**src/rtl/lif_pkg.sv**
```systemverilog
package lif_pkg;
  typedef struct packed {
    logic       takeA;   // held event from a sync cycle
    logic [1:0] typeA;
    logic       takeB;   // event arriving this cycle
    logic [1:0] typeB;
    logic       doSync;  // end-of-step evaluation
  } ctrlStrobe_t;
endpackage

```
**src/rtl/lifControl.sv**
```systemverilog
module lifControl
  import lif_pkg::*;
(
  input  logic        clk,
  input  logic        rstN,
  input  logic        evValid,
  input  logic [1:0]  evType,
  input  logic        syncPulse,
  output ctrlStrobe_t strobe
);
  logic       pendR;
  logic [1:0] pendTypeR;

  always_ff @(posedge clk) begin
    if (!rstN) begin
      pendR     <= 1'b0;
      pendTypeR <= 2'd0;
    end else begin
      pendR     <= syncPulse && evValid;
      pendTypeR <= evType;
    end
  end

  always_comb begin
    strobe.doSync = syncPulse;
    strobe.takeA  = pendR && !syncPulse;
    strobe.typeA  = pendTypeR;
    strobe.takeB  = evValid && !syncPulse;
    strobe.typeB  = evType;
  end


  hold_to_next_chk: assert property (@(posedge clk) disable iff (!rstN)
    (syncPulse && evValid) |=> (strobe.takeA && strobe.typeA == $past(evType)));


  pend_release_chk: assert property (@(posedge clk) disable iff (!rstN)
    pendR |=> !pendR);
endmodule

```
**src/rtl/lifDatapath.sv**
```systemverilog
module lifDatapath
  import lif_pkg::*;
#(
  parameter int POT_W = 20,
  parameter int WGT_W = 9,
  parameter int THR_W = 9,
  parameter int SEL_W = 3
)(
  input  logic                    clk,
  input  logic                    rstN,
  input  logic                    cfgWe,
  input  logic [SEL_W-1:0]        cfgSel,
  input  logic [WGT_W-1:0]        cfgData,
  input  ctrlStrobe_t             strobe,
  output logic                    spikeOut,
  output logic signed [POT_W-1:0] potential
);
  localparam int NUM_TYPES = 3;
  localparam int SUM_W     = POT_W + 2;
  localparam logic signed [SUM_W-1:0] P_MAX = {3'b000, {(POT_W-1){1'b1}}};
  localparam logic signed [SUM_W-1:0] P_MIN = {3'b111, {(POT_W-1){1'b0}}};
  localparam logic [THR_W-1:0] THR_RESET = THR_W'(256);

  logic signed [WGT_W-1:0] synW [NUM_TYPES];
  logic signed [WGT_W-1:0] leakR;
  logic        [THR_W-1:0] thrR;
  logic signed [POT_W-1:0] potR;
  logic                    spikeR;

  for (genvar g = 0; g < NUM_TYPES; g++) begin : gWeight
    always_ff @(posedge clk) begin
      if (!rstN)                                   synW[g] <= '0;
      else if (cfgWe && cfgSel == SEL_W'(g))       synW[g] <= cfgData;
    end
  end

  always_ff @(posedge clk) begin
    if (!rstN) begin
      leakR <= '0;
      thrR  <= THR_RESET;
    end else if (cfgWe) begin
      if (cfgSel == SEL_W'(3)) leakR <= cfgData;
      if (cfgSel == SEL_W'(4)) thrR  <= cfgData[THR_W-1:0];
    end
  end

  function automatic logic signed [SUM_W-1:0] extW(input logic signed [WGT_W-1:0] w);
    return {{(SUM_W-WGT_W){w[WGT_W-1]}}, w};
  endfunction

  function automatic logic signed [POT_W-1:0] satPot(input logic signed [SUM_W-1:0] x);
    if (x > P_MAX)      return P_MAX[POT_W-1:0];
    else if (x < P_MIN) return P_MIN[POT_W-1:0];
    else                return x[POT_W-1:0];
  endfunction

  logic signed [SUM_W-1:0] potExt, thrExt, wA, wB, intSum, syncBase, syncSum;
  logic signed [POT_W-1:0] intNext, syncNext;
  logic                    fired;

  always_comb begin
    potExt   = {{(SUM_W-POT_W){potR[POT_W-1]}}, potR};
    thrExt   = {{(SUM_W-THR_W){1'b0}}, thrR};
    wA       = (strobe.takeA && strobe.typeA != 2'd3) ? extW(synW[strobe.typeA]) : '0;
    wB       = (strobe.takeB && strobe.typeB != 2'd3) ? extW(synW[strobe.typeB]) : '0;
    intSum   = potExt + wA + wB;
    intNext  = satPot(intSum);
    fired    = potExt > thrExt;
    syncBase = fired ? '0 : potExt;
    syncSum  = syncBase + extW(leakR);
    syncNext = (syncSum < 0) ? '0 : satPot(syncSum);
  end

  always_ff @(posedge clk) begin
    if (!rstN) begin
      potR   <= '0;
      spikeR <= 1'b0;
    end else begin
      spikeR <= strobe.doSync && fired;
      if (strobe.doSync)                     potR <= syncNext;
      else if (strobe.takeA || strobe.takeB) potR <= intNext;
    end
  end

  assign spikeOut  = spikeR;
  assign potential = potR;


  spike_src_chk: assert property (@(posedge clk) disable iff (!rstN)
    spikeOut |-> $past(strobe.doSync));


  clip_chk: assert property (@(posedge clk) disable iff (!rstN)
    $past(strobe.doSync) |-> !potR[POT_W-1]);


  idle_hold_chk: assert property (@(posedge clk) disable iff (!rstN)
    !(strobe.doSync || strobe.takeA || strobe.takeB) |=> $stable(potR));


  single_spike_chk: assert property (@(posedge clk) disable iff (!rstN)
    spikeOut |=> !spikeOut);
endmodule

```
**src/rtl/lifNeuron.sv**
```systemverilog
module lifNeuron
  import lif_pkg::*;
#(
  parameter int POT_W = 20,
  parameter int WGT_W = 9,
  parameter int THR_W = 9,
  parameter int SEL_W = 3
)(
  input  logic                    clk,
  input  logic                    rstN,
  input  logic                    cfgWe,
  input  logic [SEL_W-1:0]        cfgSel,
  input  logic [WGT_W-1:0]        cfgData,
  input  logic                    evValid,
  input  logic [1:0]              evType,
  input  logic                    syncPulse,
  output logic                    spikeOut,
  output logic signed [POT_W-1:0] potential
);
  ctrlStrobe_t strobe;

  lifControl uCtrl (
    .clk(clk), .rstN(rstN), .evValid(evValid), .evType(evType),
    .syncPulse(syncPulse), .strobe(strobe)
  );

  lifDatapath #(.POT_W(POT_W), .WGT_W(WGT_W), .THR_W(THR_W), .SEL_W(SEL_W)) uDp (
    .clk(clk), .rstN(rstN), .cfgWe(cfgWe), .cfgSel(cfgSel), .cfgData(cfgData),
    .strobe(strobe), .spikeOut(spikeOut), .potential(potential)
  );
endmodule

```
**config.mk**
```make
export PLATFORM = sky130hd
export DESIGN_NAME = lifNeuron
export DESIGN_NICKNAME = d
export VERILOG_FILES = /design/src/rtl/lif_pkg.sv /design/src/rtl/lifControl.sv /design/src/rtl/lifDatapath.sv /design/src/rtl/lifNeuron.sv
export SDC_FILE = /design/constraint.sdc
export NUM_CORES = 1
export LEC_CHECK = 0
export BUFFER_PORTS_ARGS = -buffer_cell sky130_fd_sc_hd__buf_2
export CAP_MARGIN = 5
export CORE_MARGIN = 10
export CORE_UTILIZATION = 56
export DETAILED_ROUTE_END_ITERATION = 10
export PLACE_DENSITY = 0.81
export SYNTH_ARGS = -nofsm -noshare
export SYNTH_HDL_FRONTEND = slang
export SYNTH_SLANG_ARGS = --single-unit
export TNS_END_PERCENT = 50
```
**constraint.sdc**
```tcl
create_clock -name clk -period 5 [get_ports clk]
set_clock_uncertainty 0.2 [all_clocks]
set_input_delay 0.5 -clock clk [delete_from_list [all_inputs] [get_ports clk]]
set_output_delay 0.5 -clock clk [all_outputs]
set_load 0.02 [all_outputs]
```
==> results.txt, run 1 <==
Counting every instance in the synthesized netlist gives 765. Detailed routing inserted a total of 5788 vias. The kind of critical path is register to register. Yosys mapped a number of flops with a built-in enable equal to 27. The area of the core is 10800 sq um. The worst min-delay path class is primary input to register. Based on the critical path, the design can be clocked at up to between 0.2 and 0.25 GHz. TritonCTS built the clock tree. The average instance area after synthesis came out at 8.09 sq um. The run finished with clean final reports. The count of buffers added on input and output ports is 39. The worst setup path is launched from a register. The effective utilization at floorplan came out at 0.571. For this block, the initial DRC count from the detailed router was 618.

The first-pass iteration count of the detailed router came out at 6. At the end of routability-driven placement, the weighted congestion stood at 0.955. The static leakage came out at 3.14 nW. In this run the tightest slew margin relative to its limit is 0.254.

The combined area of the multi-input logic cells is 4140 sq um. In the post-synthesis netlist, the cell with the most instances is sky130_fd_sc_hd__nand2_1. After routing, the total negative slack on setup checks comes to 0 ns. The share of total power dissipated in combinational logic is 0.266. The number of hold violations in the final report is 0.

The most common flop cell mapped by yosys is sky130_fd_sc_hd__dfxtp_1. Once detailed placement completed, the half-perimeter wirelength came to 13.2 mm. Among cell families on the critical path, the largest total delay comes from compound AO/OA/AOI/OAI gates. Compared with the post-synthesis result, the final layout area differs by 10.5%.

The worst path required time is between 5 and 6 ns. The kind of end point of the critical path is a register. Max-cap violations in this run came to 0. In the routed design, unresolved DRC markers number 0. In the final routed layout, each cell accounts on average for 17.8 um. The vertical die dimension came out at roughly 130 um. The internal portion of total power came out at 1.07 mW.

The peak supply drop is ~200 uV. Measured along the x axis, the die boundary spans 125 um. The net count of the mapped netlist came out at 855.

The worst-skew pair later-pin latency is 0.36 ns. Among all stages on the critical path, the largest delay is contributed by sky130_fd_sc_hd__fa_1. The warning count from the yosys run is 0. Counting both buffers and inverters, the worst setup path holds a total of 1. The pin count of the biggest net entering global routing came out at between 40 and 50. The worst reg-to-reg setup slack is ~0.28 ns.

The time the worst path needs with I/O delays and setup is 4.72 ns. The combined flip-flop and latch cell area is 1650 sq um. Setup repair after global routing left no endpoint under its margin. The via count of the first global-routing pass came to 5578. The longest clock path from root to sink contains 2 buffers. The cell area after technology mapping is just over 6000 sq um. The signal on the critical path passes through inv_1 -> ha_1 -> nor2b_1 -> o21ai_0 -> nand2b_1 -> a21oi_1 -> o21ai_0 -> o22ai_2 -> a41o_2 -> and2_1 -> ha_1 -> fa_1 -> a211oi_1 -> nor4_1 -> nor2_1 -> o21ai_0 -> a21o_1 -> o211ai_1 -> o311a_1 -> o21ai_0 -> a31oi_1.

The share of the clock period used by the worst path after layout is 0.944. The worst-path maximum fanout came out at 10. The first-pass GRT wire length came out at 27.2 mm.

The total CTS buffers is 9. The post-placement worst setup slack is 0.103 ns. The number of clock sinks seen by CTS came out at 69. Ranked by instance count, the synthesized netlist is headed by sky130_fd_sc_hd__nand2_1 (104), sky130_fd_sc_hd__inv_1 (78), sky130_fd_sc_hd__o21ai_0 (70).

The clock group share of total power is 0.330. The initial antenna violation count came out at 0. Sorting the synthesized cells by area gives the leading types as sky130_fd_sc_hd__dfxtp_1 (14%), sky130_fd_sc_hd__edfxtp_1 (13%), sky130_fd_sc_hd__ha_1 (9.9%). The number of H-tree levels is 3. The delay of the slowest critical-path stage came out at ~0.44 ns.

The count of cell types in the netlist came out at 61. The row count came out at 38. The count of inserted antenna diode cells came out at 0. The share of the core filled with cells is 0.631. The share of total power dissipated in sequential elements is 0.404.

The transition at the pin with the smallest max-transition slack is roughly 1.1 ns. The final worst setup slack came out at 0.282 ns. The die covers 15700 sq um. The fraction of synthesis flops using an asynchronous set or reset pin came out at 0. Power spread over the standard cell area amounts to 236 nW/um^2. Data arrives at the worst endpoint at 4.79 ns. The fraction of final layout cells sized beyond drive strength 1 is 0.117. The switching power share of the total is 0.340. The number of register bits inferred by synthesis is 69. The post-layout net count came out at 900. The number of ports placed on the die boundary is 40. The via count normalized by instance count came out at 6.06. Clock-pin slew was measured on the worst setup and hold paths at 0.08 ns. The portion of synthesized cell area occupied by the leading cell type came out at 0.136. The analysis attributes to net switching a power of approximately 0.55 mW.

The largest area contributor in the netlist is sky130_fd_sc_hd__dfxtp_1. The max-slew violation count came out at 0. The total global routing overflow is 0.

The root buffer cell chosen for the clock tree is sky130_fd_sc_hd__clkbuf_8. The part of the Yosys area used for sequential elements came out at 0.267. In the global route stage, overall resource usage came out at 0.206. The total wirelength of the detailed-routed design is 17.0 mm.

The count of antenna-violating nets left after detailed routing is 0. Setup violations remaining at the end of the flow were counted as 0. The cell that appears most often on the critical path is sky130_fd_sc_hd__o21ai_0. The number of inserted filler cells in the final layout came out at 900.
metrics by stage:
step	total power, mW	hold slack [ns]	instances	cell area [sq um]
6_report	1.61	0.241	955	6840
3_3_place_gp	1.06	0.256	939	6590
4_1_cts	1.60	0.233	955	6820
3_5_place_dp	1.08	0.262	939	6590
5_1_grt	1.68	0.241	955	6840
2_1_floorplan	0.939	0.243	765	6190
power by group through the flow:
stage | clock, mW | combinational, mW | sequential [mW]
3_3_place_gp | 0 | 0.402 | 0.662
3_5_place_dp | 0 | 0.414 | 0.664
6_report | 0.532 | 0.429 | 0.652
5_1_grt | 0.557 | 0.471 | 0.655
4_1_cts | 0.532 | 0.417 | 0.651
2_1_floorplan | 0 | 0.268 | 0.671
cell usage in the layout, fill, tap and decap left out, types with 9 or more instances in the layout:
master	netlist	final
sky130_fd_sc_hd__nand2_1	104	104
sky130_fd_sc_hd__a21o_1	17	17
sky130_fd_sc_hd__nor2_1	38	38
sky130_fd_sc_hd__edfxtp_1	27	27
sky130_fd_sc_hd__buf_4	1	20
sky130_fd_sc_hd__a21boi_0	21	21
sky130_fd_sc_hd__nand3_1	13	13
sky130_fd_sc_hd__a21oi_1	44	44
sky130_fd_sc_hd__ha_1	49	49
sky130_fd_sc_hd__o21ai_0	70	70
sky130_fd_sc_hd__a31oi_1	16	16
sky130_fd_sc_hd__mux2i_1	18	18
sky130_fd_sc_hd__buf_2	2	39
sky130_fd_sc_hd__dfxtp_1	42	41
sky130_fd_sc_hd__xor2_1	10	10
sky130_fd_sc_hd__xnor2_1	21	21
sky130_fd_sc_hd__inv_1	78	78
sky130_fd_sc_hd__clkbuf_8	0	9
sky130_fd_sc_hd__fa_1	22	22
sky130_fd_sc_hd__o211ai_1	15	15
sky130_fd_sc_hd__and2_1	43	43
cell families (layout without fill, tap and decap cells):
kind of cell	after synthesis	count (layout)	synth area share
AOI/OAI and AO/OA	229	229	0.235
buffers and inverters	104	154	0.0665
muxes	18	18	0.0291
adders and majority gates	71	71	0.170
DFF	69	69	0.267
and+or+nand+nor	243	243	0.188
xor gates and xnor gates	31	31	0.0439
state kept, by name, summed over array words and instances (netlist names):
name	count
uDp.leakR	9
uDp.thrR	9
uCtrl.pendR	1
uDp.spikeOut	1
uDp.potential	20
uCtrl.pendTypeR	2
uDp.synW	27
routing by layer:
metal  vias up  global-route usage  routed length, um
li1       2749                   -                  -
met1      2765               0.264               7140
met2       242               0.344               8020
met3        32              0.0397               1460
met4         0              0.0596                345
met5         -                   0                  0
path summary, 6_finish.rpt:
kind	cells after the start	start	to
min reg2reg	2	uDp.thrR[6]$_SDFFE_PN0P_	uDp.thrR[6]$_SDFFE_PN0P_
max reg2reg	21	uDp.potential[0]$_SDFFE_PN0P_	uDp.potential[0]$_SDFFE_PN0P_
min	3	cfgData[6]	uDp.thrR[6]$_SDFFE_PN0P_
max	21	uDp.potential[0]$_SDFFE_PN0P_	uDp.potential[0]$_SDFFE_PN0P_
final cells by class:
| type | instances | area share |
|---|---|---|
| Timing Repair Buffer | 59 | 0.0505 |
| Clock buffer | 9 | 0.0181 |
| Sequential cell | 69 | 0.242 |
| Clock inverter | 7 | 0.0150 |
| Inverter | 79 | 0.0434 |
| Multi-Input combinational cell | 592 | 0.606 |
| Tap cell | 140 | 0.0256 |
worst register-to-register path: stages (launching register included):
cell	delay (ns)
sky130_fd_sc_hd__dfxtp_1	0.43
sky130_fd_sc_hd__inv_1	0.13
sky130_fd_sc_hd__ha_1	0.22
sky130_fd_sc_hd__nor2b_1	0.11
sky130_fd_sc_hd__o21ai_0	0.08
sky130_fd_sc_hd__nand2b_1	0.08
sky130_fd_sc_hd__a21oi_1	0.06
sky130_fd_sc_hd__o21ai_0	0.20
sky130_fd_sc_hd__o22ai_2	0.17
sky130_fd_sc_hd__a41o_2	0.32
sky130_fd_sc_hd__and2_1	0.19
sky130_fd_sc_hd__ha_1	0.23
sky130_fd_sc_hd__fa_1	0.44
sky130_fd_sc_hd__a211oi_1	0.38
sky130_fd_sc_hd__nor4_1	0.12
sky130_fd_sc_hd__nor2_1	0.11
sky130_fd_sc_hd__o21ai_0	0.14
sky130_fd_sc_hd__a21o_1	0.22
sky130_fd_sc_hd__o211ai_1	0.12
sky130_fd_sc_hd__o311a_1	0.35
sky130_fd_sc_hd__o21ai_0	0.17
sky130_fd_sc_hd__a31oi_1	0.20
what timing repair did:
action                                  CTS  global route
hold buffers                              0             0
gates resized for setup                   0             6
endpoints found under the setup margin    0            17
buffers inserted                          0             0
(Power assumes the default switching activity.)
==> inputs of run 2 (changes only) <==
--- a/config.mk
+++ b/config.mk
@@ -8,9 +8,8 @@
 export BUFFER_PORTS_ARGS = -buffer_cell sky130_fd_sc_hd__buf_2
 export CAP_MARGIN = 5
 export CORE_MARGIN = 10
-export CORE_UTILIZATION = 56
+export CORE_UTILIZATION = 35
 export DETAILED_ROUTE_END_ITERATION = 10
-export PLACE_DENSITY = 0.81
 export SYNTH_ARGS = -nofsm -noshare
 export SYNTH_HDL_FRONTEND = slang
 export SYNTH_SLANG_ARGS = --single-unit
==> results.txt, run 2 (same netlist as run 1, synthesis figures left out) <==
The via count of the first global-routing pass is 5278 (-5.4%). The switching power share of the total is 0.324 (-0.0161). The port buffer count is 39 (unchanged). The total global routing overflow came to 0 (unchanged). The category of the worst setup path launch point is a register. The count of antenna-violating nets left after detailed routing was 0 (unchanged). The worst setup path is captured at a register. The via count normalized by instance count is 5.23 (-14%). The final weighted congestion in routability-driven placement is 0.825 (-14%). The worst-skew pair later-pin latency was 0.34 ns (-0.02 ns). uDp.synW holds more flip-flops than any other register. The time the worst path needs with I/O delays and setup came to 4.58 ns (-0.141 ns). The worst path required time is 5.07 ns (about the same). The net switching power figure was 0.559 mW (+2.0%). The hold buffer count at CTS came to 0 (unchanged). The static leakage came out at 3.18 nW (+1.4%). The first-pass iteration count of the detailed router came out at 5 (-1).

The power share of the combinational group came to 0.245 (-0.021). The initial antenna violation count was 0 (unchanged). The effective utilization at floorplan is 0.358 (-0.213).

The critical path is of the register to register type. The clock group share of total power came out at 0.377 (+0.047). The maximum clock path buffer count was 2 (unchanged). The number of ports placed on the die boundary came to 40 (unchanged). The total wirelength of the detailed-routed design came out at 17.5 mm (+3.4%).

The cell depth of the worst hold path is 3 (unchanged). The total negative slack came out at 0 ns (unchanged). The run finished with clean final reports.

The cell area after layout is 7040 sq um (+2.9%). The most common library cell in the layout ignoring fill and taps is sky130_fd_sc_hd__nand2_1. The number of cell instances on the worst register-to-register path is 21 (unchanged). The worst-path maximum fanout is 9 (-1). The fraction of final layout cells sized beyond drive strength 1 came out at 0.120 (+0.00324). The number of flip-flops under the largest register name came out at 27 (unchanged). The standard cell area after detailed placement is 6720 sq um (+2.0%).

The overall routing resource usage is 0.145 (-0.0615). The tightest slew margin relative to the limit came out at 0.198 (-0.0555). For this design, the slowest cell found on the critical path is sky130_fd_sc_hd__fa_1.

The max-slew violation count is 0 (unchanged). The placed wire-length estimate after detailed placement is 13.9 mm (+5.4%). The wire length per cell after detailed routing is 16.8 um (-5.3%). The signal on the critical path passes through inv_1 -> ha_1 -> nor2b_1 -> o21ai_0 -> nand2b_1 -> a21oi_1 -> o21ai_0 -> o22ai_1 -> a41o_2 -> and2_1 -> ha_1 -> fa_1 -> a211oi_1 -> nor4_2 -> nor2_1 -> o21ai_0 -> a21o_1 -> o211ai_1 -> o311a_1 -> o21ai_0 -> a31oi_1. The post-CTS clock slew at the launch and capture registers of the worst setup and hold paths is 0.06 ns (-0.02 ns). Setup repair after global routing left no endpoint under its margin.

The share of the clock period used by the worst path after layout is 0.915 (-0.0283). The number of H-tree levels is 3 (unchanged). The worst hold path belongs to the class primary input to register. The peak supply drop came out at 141 uV (-29%). The cell type with the highest occurrence count on the critical path is sky130_fd_sc_hd__o21ai_0. The sequential fraction of design power came out at 0.378 (-0.026). The count of inserted antenna diode cells was 0 (unchanged). The reg-to-reg critical path endpoint is uDp.potential[14]$_SDFFE_PN0P_. The number of design rule violations left after detail routing came out at 0 (unchanged). TritonCTS built the clock tree. The worst hold path terminates at uCtrl.pendR$_SDFF_PN0_. The violation count after the first detailed-routing iteration came out at 372 (-40%). The power density over cell area came out at 245 nW/um^2 (+4.0%). The startpoint identified for the worst hold timing path is evValid. The number of hold violations in the final report is 0 (unchanged). The worst reg-to-reg setup slack is 0.42 ns (+0.14 ns). The post-layout net count is 903 (+0.33%). The tree is rooted in a sky130_fd_sc_hd__clkbuf_16. The arrival time reported for the critical path endpoint came out at 4.65 ns (-0.14 ns). The number of clock sinks seen by CTS is 69 (unchanged). The first-pass GRT wire length came to 28.0 mm (+3.0%). The area of the core was 17300 sq um (+60%). The total CTS buffers came to 9 (unchanged). The pin count of the biggest net entering global routing was 45 (unchanged). The worst register-to-register path begins at uDp.potential[0]$_SDFFE_PN0P_. The synthesis-to-finish area growth is 13.8%. The overall power came out at 1.73 mW (+7.1%). The row count is 48 (+26%).

In the layout the commonest cells are sky130_fd_sc_hd__nand2_1 (104), sky130_fd_sc_hd__inv_1 (78), sky130_fd_sc_hd__o21ai_0 (70). The transition at the pin with the smallest max-transition slack was 1.20 ns (+0.0831 ns). The chip width came to 153 um (+22%). The post-cts sizing count is 0 (unchanged).

The overall die area came out at 23400 sq um (+49%). The number of maximum-capacitance constraint violations came to 0 (unchanged). The vertical die dimension came out at 153 um (+22%). The number of vias in the routed layout came out at 5453 (-5.8%). The internal portion of total power is 1.17 mW (+9.7%). The delay of the slowest critical-path stage came out at 0.44 ns (about the same). The critical path launch point is uDp.potential[0]$_SDFFE_PN0P_.

The setup fix buffers added after clock tree synthesis is 0 (unchanged). The achievable clock frequency is 0.218 GHz (+3.1%). The setup violation total in the final timing report is 0 (unchanged).
[run 2: changes by cell type in the layout (fill, tap and decap cells not counted), moves of 3 or more]
| cell | change |
|---|---|
| sky130_fd_sc_hd__clkbuf_16 | +9 |
| sky130_fd_sc_hd__buf_4 | +3 |
| sky130_fd_sc_hd__inv_6 | -3 |
| sky130_fd_sc_hd__clkinv_4 | +3 |
| sky130_fd_sc_hd__clkbuf_8 | -9 |
[run 2: power groups by stage]
stage               clock network [mW]  logic [mW]  registers, mW
floorplan                            0       0.268          0.671
global placement                     0       0.419          0.664
detailed placement                   0       0.420          0.665
CTS                              0.656       0.423          0.653
global route                     0.679       0.472          0.657
finish                           0.650       0.424          0.653
[run 2: worst max-delay path by stage]
stage	end	cells past startpoint
floorplan	uDp.potential[12]$_SDFFE_PN0P_	17
global placement	uDp.potential[6]$_SDFFE_PN0P_	16
detailed placement	uDp.potential[18]$_SDFFE_PN0P_	17
CTS	uDp.potential[18]$_SDFFE_PN0P_	16
global route	uDp.potential[10]$_SDFFE_PN0P_	21
finish	uDp.potential[14]$_SDFFE_PN0P_	21
[run 2: cell type report]
type | instances | area [sq um]
Clock buffer | 10 | 229
Clock inverter | 6 | 72.6
Fill cell | 1790 | 10300
Inverter | 79 | 297
Multi-Input combinational cell | 592 | 4140
Sequential cell | 69 | 1650
Tap cell | 225 | 282
Timing Repair Buffer | 62 | 368
[run 2: metal layers]
layer,global-route usage,share of wire,wire [um]
met4,0.0500,0.017,295
met3,0.0210,0.031,550
met1,0.187,0.47,8230
met2,0.240,0.48,8450
met5,0,0,0
[run 2: worst max-delay path, delay by kind of cell, from the launching register on]
family | cells | cell delay (ns)
AOI/OAI and AO/OA | 12 | 2.30
adders and majority gates | 3 | 0.88
and+or+nand+nor | 5 | 0.58
DFF | 1 | 0.43
buffers and inverters | 1 | 0.14
[run 2: per-stage QoR]
step	instances	util	hold slack [ns]	setup WS, ns
2_1_floorplan	765	-	0.243	0.0891
3_3_place_gp	1027	0.389	0.253	0.196
3_5_place_dp	1027	0.389	0.259	0.146
4_1_cts	1043	0.406	0.231	0.180
5_1_grt	1043	0.407	0.277	0.0209
6_report	1043	0.407	0.244	0.423
